--- config.mk ---
export PLATFORM = sky130hd
export DESIGN_NAME = card_regfile
export DESIGN_NICKNAME = d
export VERILOG_FILES = /design/src/rtl/card_regfile_pkg.sv /design/src/rtl/card_regfile_win.sv /design/src/rtl/card_regfile_store.sv /design/src/rtl/card_regfile_idle.sv /design/src/rtl/card_regfile.sv
export SDC_FILE = /design/constraint.sdc
export NUM_CORES = 1
export LEC_CHECK = 0
export CAP_MARGIN = 20
export CORE_MARGIN = 2
export CORE_UTILIZATION = 40
export CTS_CLUSTER_DIAMETER = 30
export CTS_CLUSTER_SIZE = 14
export DETAILED_ROUTE_END_ITERATION = 16
export PLACE_DENSITY = 0.66
export SYNTH_ARGS = -nofsm -noshare
export SYNTH_HDL_FRONTEND = slang
export SYNTH_SLANG_ARGS = --single-unit
--- constraint.sdc ---
create_clock -name clk_i -period 6.8 [get_ports clk_i]
set_input_delay 1.36 -clock clk_i [delete_from_list [all_inputs] [get_ports clk_i]]
set_output_delay 1.36 -clock clk_i [all_outputs]
set_load 0.02 [all_outputs]
--- src/rtl/card_regfile_pkg.sv ---
package card_regfile_pkg;
  localparam logic [3:0] TPC_RD_LONG = 4'h2;
  localparam logic [3:0] TPC_RD_REG  = 4'h4;
  localparam logic [3:0] TPC_GET_STS = 4'h7;
  localparam logic [3:0] TPC_SET_WIN = 4'h8;
  localparam logic [3:0] TPC_WR_REG  = 4'hB;
  localparam logic [3:0] TPC_WR_LONG = 4'hD;

  localparam int STS_DONE = 7;
  localparam int STS_ERR  = 6;
  localparam int STS_RDY  = 5;
  localparam int STS_INV  = 0;

  localparam int ADDR_STS   = 'h01;
  localparam int ADDR_TYPE  = 'h04;
  localparam int ADDR_CAT   = 'h06;
  localparam int ADDR_CLASS = 'h07;
  localparam int ADDR_CFG   = 'h10;
  localparam int CFG_1BIT   = 7;

  typedef enum logic [1:0] {
    M_NONE,
    M_WIN,
    M_WR,
    M_RD
  } mode_e;
endpackage

--- src/rtl/card_regfile_win.sv ---
module card_regfile_win
  import card_regfile_pkg::*;
#(
  parameter int DW = 8
) (
  input  logic          clk_i,
  input  logic          rst_ni,
  input  logic          tpc_valid_i,
  input  logic [3:0]    tpc_i,
  input  logic          byte_valid_i,
  input  logic [DW-1:0] byte_i,
  input  logic          rd_i,
  input  logic          sts_rdy_i,
  output logic [DW-1:0] xfer_len_o,
  output logic [DW-1:0] ptr_o,
  output logic          wr_en_o,
  output logic          rd_act_o,
  output logic          long_go_o
);
  logic [DW-1:0] rd_start_q, rd_cnt_q, wr_start_q, wr_cnt_q;
  logic [DW-1:0] ptr_q, rem_q, len_q;
  logic [1:0]    idx_q;
  logic          long_q;
  mode_e         mode_q;

  logic busy;
  assign busy     = rem_q != '0;
  assign wr_en_o  = (mode_q == M_WR) && busy && byte_valid_i && !tpc_valid_i;
  assign rd_act_o = (mode_q == M_RD) && busy;

  always_ff @(posedge clk_i or negedge rst_ni) begin
    if (!rst_ni) begin
      rd_start_q <= '0;
      rd_cnt_q   <= '0;
      wr_start_q <= '0;
      wr_cnt_q   <= '0;
      ptr_q      <= '0;
      rem_q      <= '0;
      len_q      <= '0;
      idx_q      <= '0;
      long_q     <= 1'b0;
      mode_q     <= M_NONE;
    end else if (tpc_valid_i) begin
      idx_q  <= '0;
      long_q <= ((tpc_i == TPC_RD_LONG) || (tpc_i == TPC_WR_LONG)) && sts_rdy_i;
      unique case (tpc_i)
        TPC_SET_WIN: begin
          mode_q <= M_WIN; rem_q <= DW'(4); len_q <= DW'(4);
        end
        TPC_WR_REG: begin
          mode_q <= M_WR; ptr_q <= wr_start_q; rem_q <= wr_cnt_q; len_q <= wr_cnt_q;
        end
        TPC_RD_REG: begin
          mode_q <= M_RD; ptr_q <= rd_start_q; rem_q <= rd_cnt_q; len_q <= rd_cnt_q;
        end
        TPC_GET_STS: begin
          mode_q <= M_RD; ptr_q <= DW'(ADDR_STS); rem_q <= DW'(1); len_q <= DW'(1);
        end
        default: begin
          mode_q <= M_NONE; rem_q <= '0; len_q <= '0;
        end
      endcase
    end else begin
      long_q <= 1'b0;
      if (busy) begin
        if (mode_q == M_WIN && byte_valid_i) begin
          unique case (idx_q)
            2'd0: rd_start_q <= byte_i;
            2'd1: rd_cnt_q   <= byte_i;
            2'd2: wr_start_q <= byte_i;
            default: wr_cnt_q <= byte_i;
          endcase
          idx_q <= idx_q + 1'b1;
          rem_q <= rem_q - 1'b1;
        end else if ((mode_q == M_WR && byte_valid_i) || (mode_q == M_RD && rd_i)) begin
          ptr_q <= ptr_q + 1'b1;
          rem_q <= rem_q - 1'b1;
        end
      end
    end
  end

  assign xfer_len_o = len_q;
  assign ptr_o      = ptr_q;
  assign long_go_o  = long_q;
endmodule

--- src/rtl/card_regfile_store.sv ---
module card_regfile_store
  import card_regfile_pkg::*;
#(
  parameter int DW    = 8,
  parameter int NREGS = 32
) (
  input  logic          clk_i,
  input  logic          rst_ni,
  input  logic          wr_en_i,
  input  logic [DW-1:0] addr_i,
  input  logic [DW-1:0] wdata_i,
  input  logic [DW-1:0] sts_i,
  output logic [DW-1:0] rdata_o,
  output logic [DW-1:0] cfg_o
);
  localparam int WBASE = ADDR_CFG;
  localparam int NW    = NREGS - WBASE;
  localparam int IW    = (NW > 1) ? $clog2(NW) : 1;

  logic [DW-1:0] mem [NW];
  logic          in_rng;
  logic [DW-1:0] off;

  assign in_rng = (addr_i >= DW'(WBASE)) && (addr_i < DW'(NREGS));
  assign off    = addr_i - DW'(WBASE);

  always_ff @(posedge clk_i or negedge rst_ni) begin
    if (!rst_ni) begin
      for (int i = 0; i < NW; i++) mem[i] <= '0;
      mem[0][CFG_1BIT] <= 1'b1;
    end else if (wr_en_i && in_rng) begin
      mem[off[IW-1:0]] <= wdata_i;
    end
  end

  always_comb begin
    rdata_o = '0;
    if (in_rng) begin
      rdata_o = mem[off[IW-1:0]];
    end else begin
      unique case (addr_i)
        DW'(ADDR_STS):   rdata_o = sts_i;
        DW'(ADDR_TYPE):  rdata_o = DW'(8'h01);
        DW'(ADDR_CAT):   rdata_o = '0;
        DW'(ADDR_CLASS): rdata_o = '0;
        default:         rdata_o = '0;
      endcase
    end
  end

  assign cfg_o = mem[0];
endmodule

--- src/rtl/card_regfile_idle.sv ---
module card_regfile_idle
  import card_regfile_pkg::*;
#(
  parameter int DW = 8
) (
  input  logic          idle_i,
  input  logic          bus4_i,
  input  logic [DW-1:0] sts_i,
  output logic [3:0]    dat_o
);
  localparam int LANE_BIT [4] = '{STS_DONE, STS_ERR, STS_RDY, STS_INV};
  logic [3:0] lanes;

  for (genvar g = 0; g < 4; g++) begin : g_lane
    assign lanes[g] = sts_i[LANE_BIT[g]];
  end

  always_comb begin
    if (!idle_i)     dat_o = 4'b0000;
    else if (bus4_i) dat_o = lanes;
    else             dat_o = {3'b000, |lanes};
  end
endmodule

--- src/rtl/card_regfile.sv ---
module card_regfile
  import card_regfile_pkg::*;
#(
  parameter int DW    = 8,
  parameter int NREGS = 32
) (
  input  logic          clk_i,
  input  logic          rst_ni,
  input  logic          tpc_valid_i,
  input  logic [3:0]    tpc_i,
  input  logic          byte_valid_i,
  input  logic [DW-1:0] byte_i,
  input  logic          rd_i,
  output logic [DW-1:0] rd_data_o,
  output logic [DW-1:0] xfer_len_o,
  output logic          long_go_o,
  input  logic          sts_we_i,
  input  logic [DW-1:0] sts_i,
  input  logic          idle_i,
  output logic          bus_4bit_o,
  output logic [3:0]    dat_o
);
  logic [DW-1:0] sts_q;
  logic [DW-1:0] ptr, st_rdata, cfg;
  logic          wr_en, rd_act;

  always_ff @(posedge clk_i or negedge rst_ni) begin
    if (!rst_ni)       sts_q <= '0;
    else if (sts_we_i) sts_q <= sts_i;
  end

  card_regfile_win #(.DW(DW)) u_win (
    .clk_i        (clk_i),
    .rst_ni       (rst_ni),
    .tpc_valid_i  (tpc_valid_i),
    .tpc_i        (tpc_i),
    .byte_valid_i (byte_valid_i),
    .byte_i       (byte_i),
    .rd_i         (rd_i),
    .sts_rdy_i    (sts_q[STS_RDY]),
    .xfer_len_o   (xfer_len_o),
    .ptr_o        (ptr),
    .wr_en_o      (wr_en),
    .rd_act_o     (rd_act),
    .long_go_o    (long_go_o)
  );

  card_regfile_store #(.DW(DW), .NREGS(NREGS)) u_store (
    .clk_i   (clk_i),
    .rst_ni  (rst_ni),
    .wr_en_i (wr_en),
    .addr_i  (ptr),
    .wdata_i (byte_i),
    .sts_i   (sts_q),
    .rdata_o (st_rdata),
    .cfg_o   (cfg)
  );

  assign bus_4bit_o = ~cfg[CFG_1BIT];
  assign rd_data_o  = rd_act ? st_rdata : '0;

  card_regfile_idle #(.DW(DW)) u_idle (
    .idle_i (idle_i),
    .bus4_i (bus_4bit_o),
    .sts_i  (sts_q),
    .dat_o  (dat_o)
  );
endmodule

==> impl_metrics.toml, run 1 <==
[critical_path]
cp_cell_sequence = "ha_1, or4b_2, a2111oi_2, a222oi_1, inv_1, clkdlybuf4s50_1"
arrival_ns = 3.85
r2r_end = "u_store.mem[86]"
crit_fanout = 8
crit_start = "u_win.ptr_o[0]"
cp.required_ns = 5.44
r2r_slack_ns = 4.05
cp_slowest_cell = "a2111oi_2"
slowest_delay_ns = 0.88
worstRegToRegCells = 7
crit_path_end_kind = "output port"
path_class = "flop to output port"
crit_path_end = "rd_data_o[7]"
regToRegStartpoint = "u_win.rem_q[0]"
startpoint_type = "flop"

[floorplan]
dieArea_um2 = 25500
pin_count = 49
std_cell_rows = 56
die_y_um = 160
die_x_um = 160
coreArea_um2 = 23600
start_util = 0.411

[yosys]
syn-mean-instance-area_um2 = 13.6
async_flop_share = 1.00
ys_seq_area_frac = 0.508
yosys_warnings = 0
synth_most_common_cell = "dfrtp_1"
netlist.top_cell.by_area = "dfrtp_1"
synth-edff-count = 0
syn_inst = 711
synth-main-ff-cell = "dfrtp_1"
synthDominantCellAreaShare = 0.506
synth.distinct_cells = 66
synth_commonest_cells = "dfrtp_1 (196), mux2_2 (184), clkbuf_1 (40)"
synth_nets = 747
synth_area_um2 = 9700
ys_top_cells_by_area = "dfrtp_1 (51%), mux2_2 (21%), mux4_2 (7.2%)"
ys_ff_latch = 197

[sta]
whs_ns = 0.486
fmax_ghz = 0.192
relSlewSlack = 0.250
hold_violations = 0
setup_violations = 0
fin_worst_skew_ns = 0.0196
fin_crit_sh = 0.767
fin_setup_tns_ns = 0
fin_crit_ns = 5.21
post-route-worst-setup-slack_ns = 1.59
grt_setup_unrepaired = "false"
drv_slew = 0
tightestPinTransition_ns = 1.12

[global_route]
grt_pass1_wl_um = 36100
grt_use_met1 = 0.256
grt_max_degree = 71
use_met2 = 0.287
grt_pass1_vias = 6260
overflow = 0
busiest_layer = "met2"
grt_use_met3 = 0.0390
grtUsageTotal = 0.182
antenna_found_initial = 0

[final_layout]
final_nets = 772
area_growth_pct = 14.4
multi_input_comb_area_um2 = 4500
fill_cells = 2109
layout.area.seq_um2 = 4930
antennaDiodeCount = 0
drive_gt1_frac = 0.386

[cts]
hold_buffers = 0
htreeDepth = 4
path_clk_slew_ns = 0.08
clockBufferDepth = 2
cts_root_buf = "clkbuf_16"
insertion_delay_ns = 0.45
cts_setup_buffers = 0
ctsResizeCount = 0
clock_sinks = 197
cts_made_buffers = 17
cts_tree = "done"

[route]
drtPass1Iterations = 5
routed-via-count = 5983
route.detailed.drc = 0
wl_per_cell_um = 20.7
ant_nets = 0
dr.first_iter.drc_count = 474
drt_wl_total_um = 22200
via_per_inst = 5.60

[place]
dpl.hpwl_um = 14900
dp_slack_ns = 2.06
gp_congestion = 0.785
numPortBuffers = 48

[power_and_ir_drop]
leakagePower_nw = 5.10
pwr_density_cell_nw_per_um2 = 270
ir_drop_mv = 0.135
power_mw = 2.99

[outcome]
status = "complete, no violations"

[hold_path]
hold_class = "flop to flop"

[job]
cap_violations = 0
layout by cell type (no fill, tap or decap), drive strengths merged, types with 4 or more instances in the layout:
| master | count |
|---|---|
| dfrtp | 196 |
| mux2 | 184 |
| clkdlybuf4s50 | 47 |
| mux4 | 31 |
| nand2 | 26 |
| inv | 22 |
| nand3 | 20 |
| a21oi | 18 |
| clkbuf | 18 |
| a22oi | 16 |
| nor2 | 15 |
| buf | 10 |
| ha | 9 |
| and2 | 8 |
| o211ai | 8 |
| o21ai | 8 |
| clkinv | 7 |
| nor2b | 6 |
| a22o | 6 |
| nor3 | 6 |
| and3 | 6 |
| a21o | 5 |
| o2bb2ai | 5 |
| o22a | 5 |
| nand4 | 5 |
| mux2i | 4 |
| nand2b | 4 |
| a2bb2oi | 4 |
| or4b | 4 |
| a2111oi | 4 |
worst min path at each step:
stage | from | to | slack [ns] | cells after the start
floorplan | u_win.rd_start_q[0] | u_win.rd_start_q[0] | 0.47 | 1
global placement | u_win.xfer_len_o[0] | u_win.xfer_len_o[0] | 0.47 | 1
detailed placement | u_win.xfer_len_o[1] | u_win.xfer_len_o[1] | 0.47 | 1
CTS | u_win.xfer_len_o[1] | u_win.xfer_len_o[1] | 0.49 | 1
global route | u_win.xfer_len_o[1] | u_win.xfer_len_o[1] | 0.52 | 1
finish | u_win.xfer_len_o[1] | u_win.xfer_len_o[1] | 0.49 | 1
layer usage:
| layer | up-vias | routed length (um) |
|---|---|---|
| met5 | - | 0 |
| met4 | 0 | 361 |
| met3 | 29 | 760 |
| met2 | 105 | 10300 |
| met1 | 3136 | 10700 |
| li1 | 2713 | - |
stage by stage:
stage	utilization	instance area (um2)	instances
after floorplan	-	9700	711
after global placement	0.442	10400	1036
after detailed placement	0.442	10400	1036
after CTS	0.470	11100	1068
after global routing	0.470	11100	1068
final	0.470	11100	1068
flip-flops by register name, indices dropped and copies added, names as in the netlist:
| name | flops |
|---|---|
| u_win.mode_q | 2 |
| u_win.ptr_o | 8 |
| u_win.wr_start_q | 8 |
| u_win.wr_cnt_q | 8 |
| u_win.long_go_o | 1 |
| u_store.cfg_o | 8 |
| u_win.rem_q | 8 |
| sts_q | 8 |
| u_store.mem | 120 |
| u_win.rd_start_q | 8 |
| u_win.idx_q | 2 |
| u_win.xfer_len_o | 8 |
| u_win.rd_cnt_q | 8 |
area by class of cell:
class,instances,share of cell area
clock buffer,17,0.0384
clock inverter,15,0.0200
inverter,14,0.00474
multi-input combinational,448,0.406
sequential,197,0.445
tap,319,0.0360
timing repair buffer,58,0.0504
cell families after synthesis:
family,count (synthesis),synth area share
compound gates,97,0.0752
xor+xnor,5,0.00452
fa+ha+maj,9,0.0116
buf+inv,66,0.0275
flops,197,0.508
mux,219,0.290
simple gates,118,0.0830
worst max-delay path: cells and delay by family, from the launching register on:
| family | cells | cell delay (ns) |
|---|---|---|
| compound gates | 2 | 1.15 |
| fa+ha+maj | 1 | 0.41 |
| buf+inv | 2 | 0.69 |
| flops | 1 | 0.52 |
| simple gates | 1 | 0.63 |
where the power goes:
group / switching [mW] / total, mW / internal (mW)
clock: 0.548 / 1.07 / 0.519
sequential: 0.0783 / 1.33 / 1.25
combinational: 0.351 / 0.589 / 0.238
total: 0.978 / 2.99 / 2.01
No activity file was read; power rests on OpenSTA's default activity.
==> run 2, diff against run 1 <==
--- a/config.mk
+++ b/config.mk
@@ -11,7 +11,7 @@
 export CTS_CLUSTER_DIAMETER = 30
 export CTS_CLUSTER_SIZE = 14
 export DETAILED_ROUTE_END_ITERATION = 16
-export PLACE_DENSITY = 0.66
+export PLACE_DENSITY = 0.68
 export SYNTH_ARGS = -nofsm -noshare
 export SYNTH_HDL_FRONTEND = slang
 export SYNTH_SLANG_ARGS = --single-unit
==> constraint.sdc (replaced) <==
create_clock -name clk_i -period 4.65 [get_ports clk_i]
set_input_delay 0.93 -clock clk_i [delete_from_list [all_inputs] [get_ports clk_i]]
set_output_delay 0.93 -clock clk_i [all_outputs]
set_load 0.02 [all_outputs]
==> run 2 against run 1 <==
Against the previous run: global-route usage is essentially flat; setup slack lost 1.2 ns; count of clock-buffer cells in the layout grew 1; total power grew 46%; combinational power grew 47%; non-clock buffer count grew 3; final cell count grew 0.28%; register-to-register slack lost 2.1 ns; first-iteration DRC count shrank 6.3%; die area is the same; sequential cell count is the same; largest power group unchanged; highest routed layer unchanged.
==> impl_metrics.toml, run 2 (synthesis gave the netlist of run 1 again) <==
[cts]
cts_root_buf = "clkbuf_16"
cts_tree = "done"
insertion_delay_ns = 0.45
clock_sinks = 197
clockBufferDepth = 2
htreeDepth = 4
cts_setup_buffers = 0
ctsResizeCount = 0
path_clk_slew_ns = 0.08
hold_buffers = 0
cts_made_buffers = 17

[critical_path]
startpoint_type = "flop"
worstRegToRegCells = 8
r2r_slack_ns = 1.93
cp_cell_sequence = "ha_1, or4b_2, a2111oi_2, buf_4, a22oi_1, nand2_1, clkdlybuf4s50_1"
cp.required_ns = 3.72
cp_slowest_cell = "or4b_2"
arrival_ns = 3.31
r2r_end = "u_store.mem[13]"
regToRegStartpoint = "u_win.rem_q[0]"
slowest_delay_ns = 0.63
crit_path_end_kind = "output port"
path_class = "flop to output port"
crit_fanout = 8

[sta]
post-route-worst-setup-slack_ns = 0.407
drv_slew = 0
tightestPinTransition_ns = 0.849
fin_crit_ns = 4.24
fin_worst_skew_ns = 0.0225
relSlewSlack = 0.432
fin_crit_sh = 0.912
fin_setup_tns_ns = 0
setup_violations = 0
fmax_ghz = 0.236
hold_violations = 0
grt_setup_unrepaired = "false"

[global_route]
grt_pass1_vias = 6341
grtUsageTotal = 0.182
grt_pass1_wl_um = 36400
grt_max_degree = 84
overflow = 0
antenna_found_initial = 0

[place]
dp_slack_ns = 0.879
gp_congestion = 0.785
dpl.hpwl_um = 14600
numPortBuffers = 48

[hold_path]
hold_end = "u_win.xfer_len_o[1]"
hold_depth = 1
hold_class = "flop to flop"
min_from = "u_win.xfer_len_o[1]"

[final_layout]
layout.area.seq_um2 = 4930
drive_gt1_frac = 0.390
final_nets = 775
final_cell_mix = "dfrtp_1 (194), mux2_2 (184), clkdlybuf4s50_1 (47), mux4_2 (31), nand2_1 (25)"
largest_reg_flops = 120
antennaDiodeCount = 0
area_growth_pct = 14.7
largest_register = "u_store.mem"
fill_cells = 2052
multi_input_comb_area_um2 = 4510
layout_commonest_cell = "dfrtp_1"

[floorplan]
coreArea_um2 = 23600
die_x_um = 160
pin_count = 49
std_cell_rows = 56
dieArea_um2 = 25500
die_y_um = 160
start_util = 0.411

[route]
routed-via-count = 6144
via_per_inst = 5.74
wl_per_cell_um = 20.7
dr.first_iter.drc_count = 444
route.detailed.drc = 0
drt_wl_total_um = 22100
ant_nets = 0
drtPass1Iterations = 5

[job]
cap_violations = 0

[outcome]
status = "complete, no violations"

[power_and_ir_drop]
power_mw = 4.37
ir_drop_mv = 0.253
pwr_density_cell_nw_per_um2 = 392
leakagePower_nw = 5.12
run 2: metrics by stage:
stage | util | cells | hold WS [ns] | instance area (um2)
floorplan | - | 711 | 0.472 | 9700
global placement | 0.444 | 1039 | 0.468 | 10500
detailed placement | 0.444 | 1039 | 0.471 | 10500
CTS | 0.471 | 1071 | 0.490 | 11100
global route | 0.471 | 1071 | 0.504 | 11100
finish | 0.471 | 1071 | 0.489 | 11100
run 2: worst max-delay path: cells and delay by family, from the launching register on:
| kind | cells | cell delay [ns] |
|---|---|---|
| AOI/OAI and AO/OA | 2 | 0.34 |
| and+or+nand+nor | 2 | 0.74 |
| DFF | 1 | 0.52 |
| buffers and inverters | 2 | 0.87 |
| adders and majority gates | 1 | 0.41 |
run 2: worst max path at each step:
stage                               from      endpoint  slack [ns]
after floorplan           u_win.ptr_o[1]  rd_data_o[7]        0.76
after global placement    u_win.ptr_o[0]  rd_data_o[3]        0.90
after detailed placement  u_win.ptr_o[0]  rd_data_o[3]        0.88
after CTS                 u_win.ptr_o[0]  rd_data_o[3]        0.38
after global routing      u_win.ptr_o[0]  rd_data_o[5]        0.29
final                     u_win.ptr_o[0]  rd_data_o[3]        0.41
run 2: cell type report:
type	instances	area share
Clock buffer	18	0.0395
Clock inverter	14	0.0181
Inverter	14	0.00472
Multi-Input combinational cell	448	0.405
Sequential cell	197	0.443
Tap cell	319	0.0359
Timing Repair Buffer	61	0.0534
run 2: per-layer routing:
metal,routed length (um),GRT usage,vias up,part of all wire
met1,10600,0.255,3299,0.48
li1,-,-,2720,-
met4,221,0.0459,0,0.010
met2,10600,0.293,110,0.48
met5,0,0,-,0
met3,665,0.0343,15,0.030
run 2: power breakdown:
group / internal (mW) / switching [mW] / total (mW)
Clock: 0.798 / 0.748 / 1.55
Combinational: 0.355 / 0.509 / 0.865
Sequential: 1.84 / 0.119 / 1.95
Total: 2.99 / 1.38 / 4.37
==> run 3, diff against run 2 <==
--- a/config.mk
+++ b/config.mk
@@ -7,11 +7,12 @@
 export LEC_CHECK = 0
 export CAP_MARGIN = 20
 export CORE_MARGIN = 2
-export CORE_UTILIZATION = 40
+export CORE_UTILIZATION = 55
 export CTS_CLUSTER_DIAMETER = 30
 export CTS_CLUSTER_SIZE = 14
 export DETAILED_ROUTE_END_ITERATION = 16
-export PLACE_DENSITY = 0.68
+export GPL_ROUTABILITY_DRIVEN = 0
+export PLACE_DENSITY = 0.86
 export SYNTH_ARGS = -nofsm -noshare
 export SYNTH_HDL_FRONTEND = slang
 export SYNTH_SLANG_ARGS = --single-unit
==> run 3 against run 2 <==
Against the previous run: sequential power hardly changed; final cell count down 8.9%; sequential share of layout area rose by 0.63 points; setup slack better by 0.013 ns; clock power hardly changed; global-route usage up 8.0 points; register-to-register slack lost 0.39 ns; die area shrank 27%; hold slack lost 0.010 ns; first-iteration DRC count grew 41%; critical path type unchanged.
==> impl_metrics.toml, run 3 (synthesis gave the netlist of run 1 again) <==
[critical_path]
path_class = "flop to output port"
cp.required_ns = 3.72
crit_fanout = 8
crit_path_end_kind = "output port"
arrival_ns = 3.30
startpoint_type = "flop"

[final_layout]
fill_cells = 1201
layout_commonest_cell = "dfrtp_1"
layout.cells.non_filler = 976
drive_gt1_frac = 0.386
area_growth_pct = 13.1
final_cell_mix = "dfrtp_1 (195), mux2_2 (184), clkdlybuf4s50_1 (47), mux4_2 (31), nand2_1 (25)"
antennaDiodeCount = 0
largest_register = "u_store.mem"
final_nets = 774
largest_reg_flops = 120

[sta]
relSlewSlack = 0.283
setup_violations = 0
fin_crit_ns = 4.23
drv_slew = 0
hold_violations = 0
fin_worst_skew_ns = 0.0130
grt_setup_unrepaired = "false"
fin_setup_tns_ns = 0
fmax_ghz = 0.236
fin_crit_sh = 0.910
tightestPinTransition_ns = 1.08

[cts]
path_clk_slew_ns = 0.08
ctsResizeCount = 0
clock_sinks = 197
cts_tree = "done"
htreeDepth = 4
cts_root_buf = "clkbuf_16"
cts_setup_buffers = 0
hold_buffers = 0
clockBufferDepth = 2
cts_made_buffers = 17
insertion_delay_ns = 0.44

[route]
route.detailed.drc = 0
drt_wl_total_um = 23300
wl_per_cell_um = 23.8
ant_nets = 0
drtPass1Iterations = 5
routed-via-count = 6402
via_per_inst = 6.56
dr.first_iter.drc_count = 627

[place]
dp_cells = 944
dpl.hpwl_um = 15300
numPortBuffers = 48

[global_route]
grt_pass1_vias = 6688
grt_max_degree = 111
grt_pass1_wl_um = 36800
grtUsageTotal = 0.262
overflow = 0
antenna_found_initial = 0

[floorplan]
die_y_um = 137
std_cell_rows = 48
coreArea_um2 = 17300
die_x_um = 137
pin_count = 49
start_util = 0.561
dieArea_um2 = 18700

[power_and_ir_drop]
leakagePower_nw = 5.10
ir_drop_mv = 0.357
pwr_density_cell_nw_per_um2 = 398

[hold_path]
hold_class = "flop to flop"

[outcome]
status = "complete, no violations"

[job]
cap_violations = 0
run 3: cell types whose count changed in the layout (fill, tap and decap cells not counted), sizes merged:
cell and change:
clkinvlp +3, clkinv -5, buf -1, bufinv +1, inv +1
run 3: path summary, 6_finish.rpt:
check | start | end | slack (ns) | cells past startpoint
setup / recovery | u_win.ptr_o[0] | rd_data_o[5] | 0.42 | 7
hold / removal | u_win.xfer_len_o[0] | u_win.xfer_len_o[0] | 0.48 | 1
setup reg to reg | u_win.rem_q[0] | u_store.mem[11] | 1.54 | 7
hold reg to reg | u_win.xfer_len_o[0] | u_win.xfer_len_o[0] | 0.48 | 1
max in group asynchronous | rst_ni | u_store.mem[69] | 3.05 | 2
min in group asynchronous | rst_ni | u_store.mem[60] | 0.58 | 1
run 3: area by class of cell:
cell class	instances	area [um2]	share of cell area
sequential	197	4930	0.450
multi-input combinational	448	4500	0.410
timing repair buffer	60	574	0.0524
clock buffer	18	439	0.0400
tap	225	282	0.0257
clock inverter	14	188	0.0171
inverter	14	52.6	0.00479
run 3: power breakdown:
part	internal, mW	switching [mW]
Clock	0.836	0.713
Sequential	1.84	0.127
Combinational	0.348	0.509
run 3: routing by layer:
metal | routed length [um] | track usage | up-vias
met1 | 9450 | 0.347 | 3328
li1 | - | - | 2722
met4 | 398 | 0.0848 | 0
met2 | 11800 | 0.431 | 306
met5 | 0 | 0 | -
met3 | 1630 | 0.0596 | 46
run 3: stage by stage:
step	instance area [um2]	hold slack [ns]	utilization	total power [mW]	worst slack, ns
CTS	11000	0.484	0.634	4.37	0.447
global route	11000	0.498	0.634	4.54	0.282
global placement	10300	0.466	0.598	2.80	0.965
detailed placement	10300	0.468	0.598	2.83	0.917
finish	11000	0.478	0.634	4.37	0.421
floorplan	9700	0.472	-	2.59	0.761
run 3: worst max-delay path: stages (launching register included):
cell and delay (ns):
dfrtp_1 0.51, ha_1 0.41, or4b_2 0.63, a2111oi_2 0.22, buf_4 0.25, a22oi_1 0.11
nand2_1 0.11, clkdlybuf4s50_1 0.60
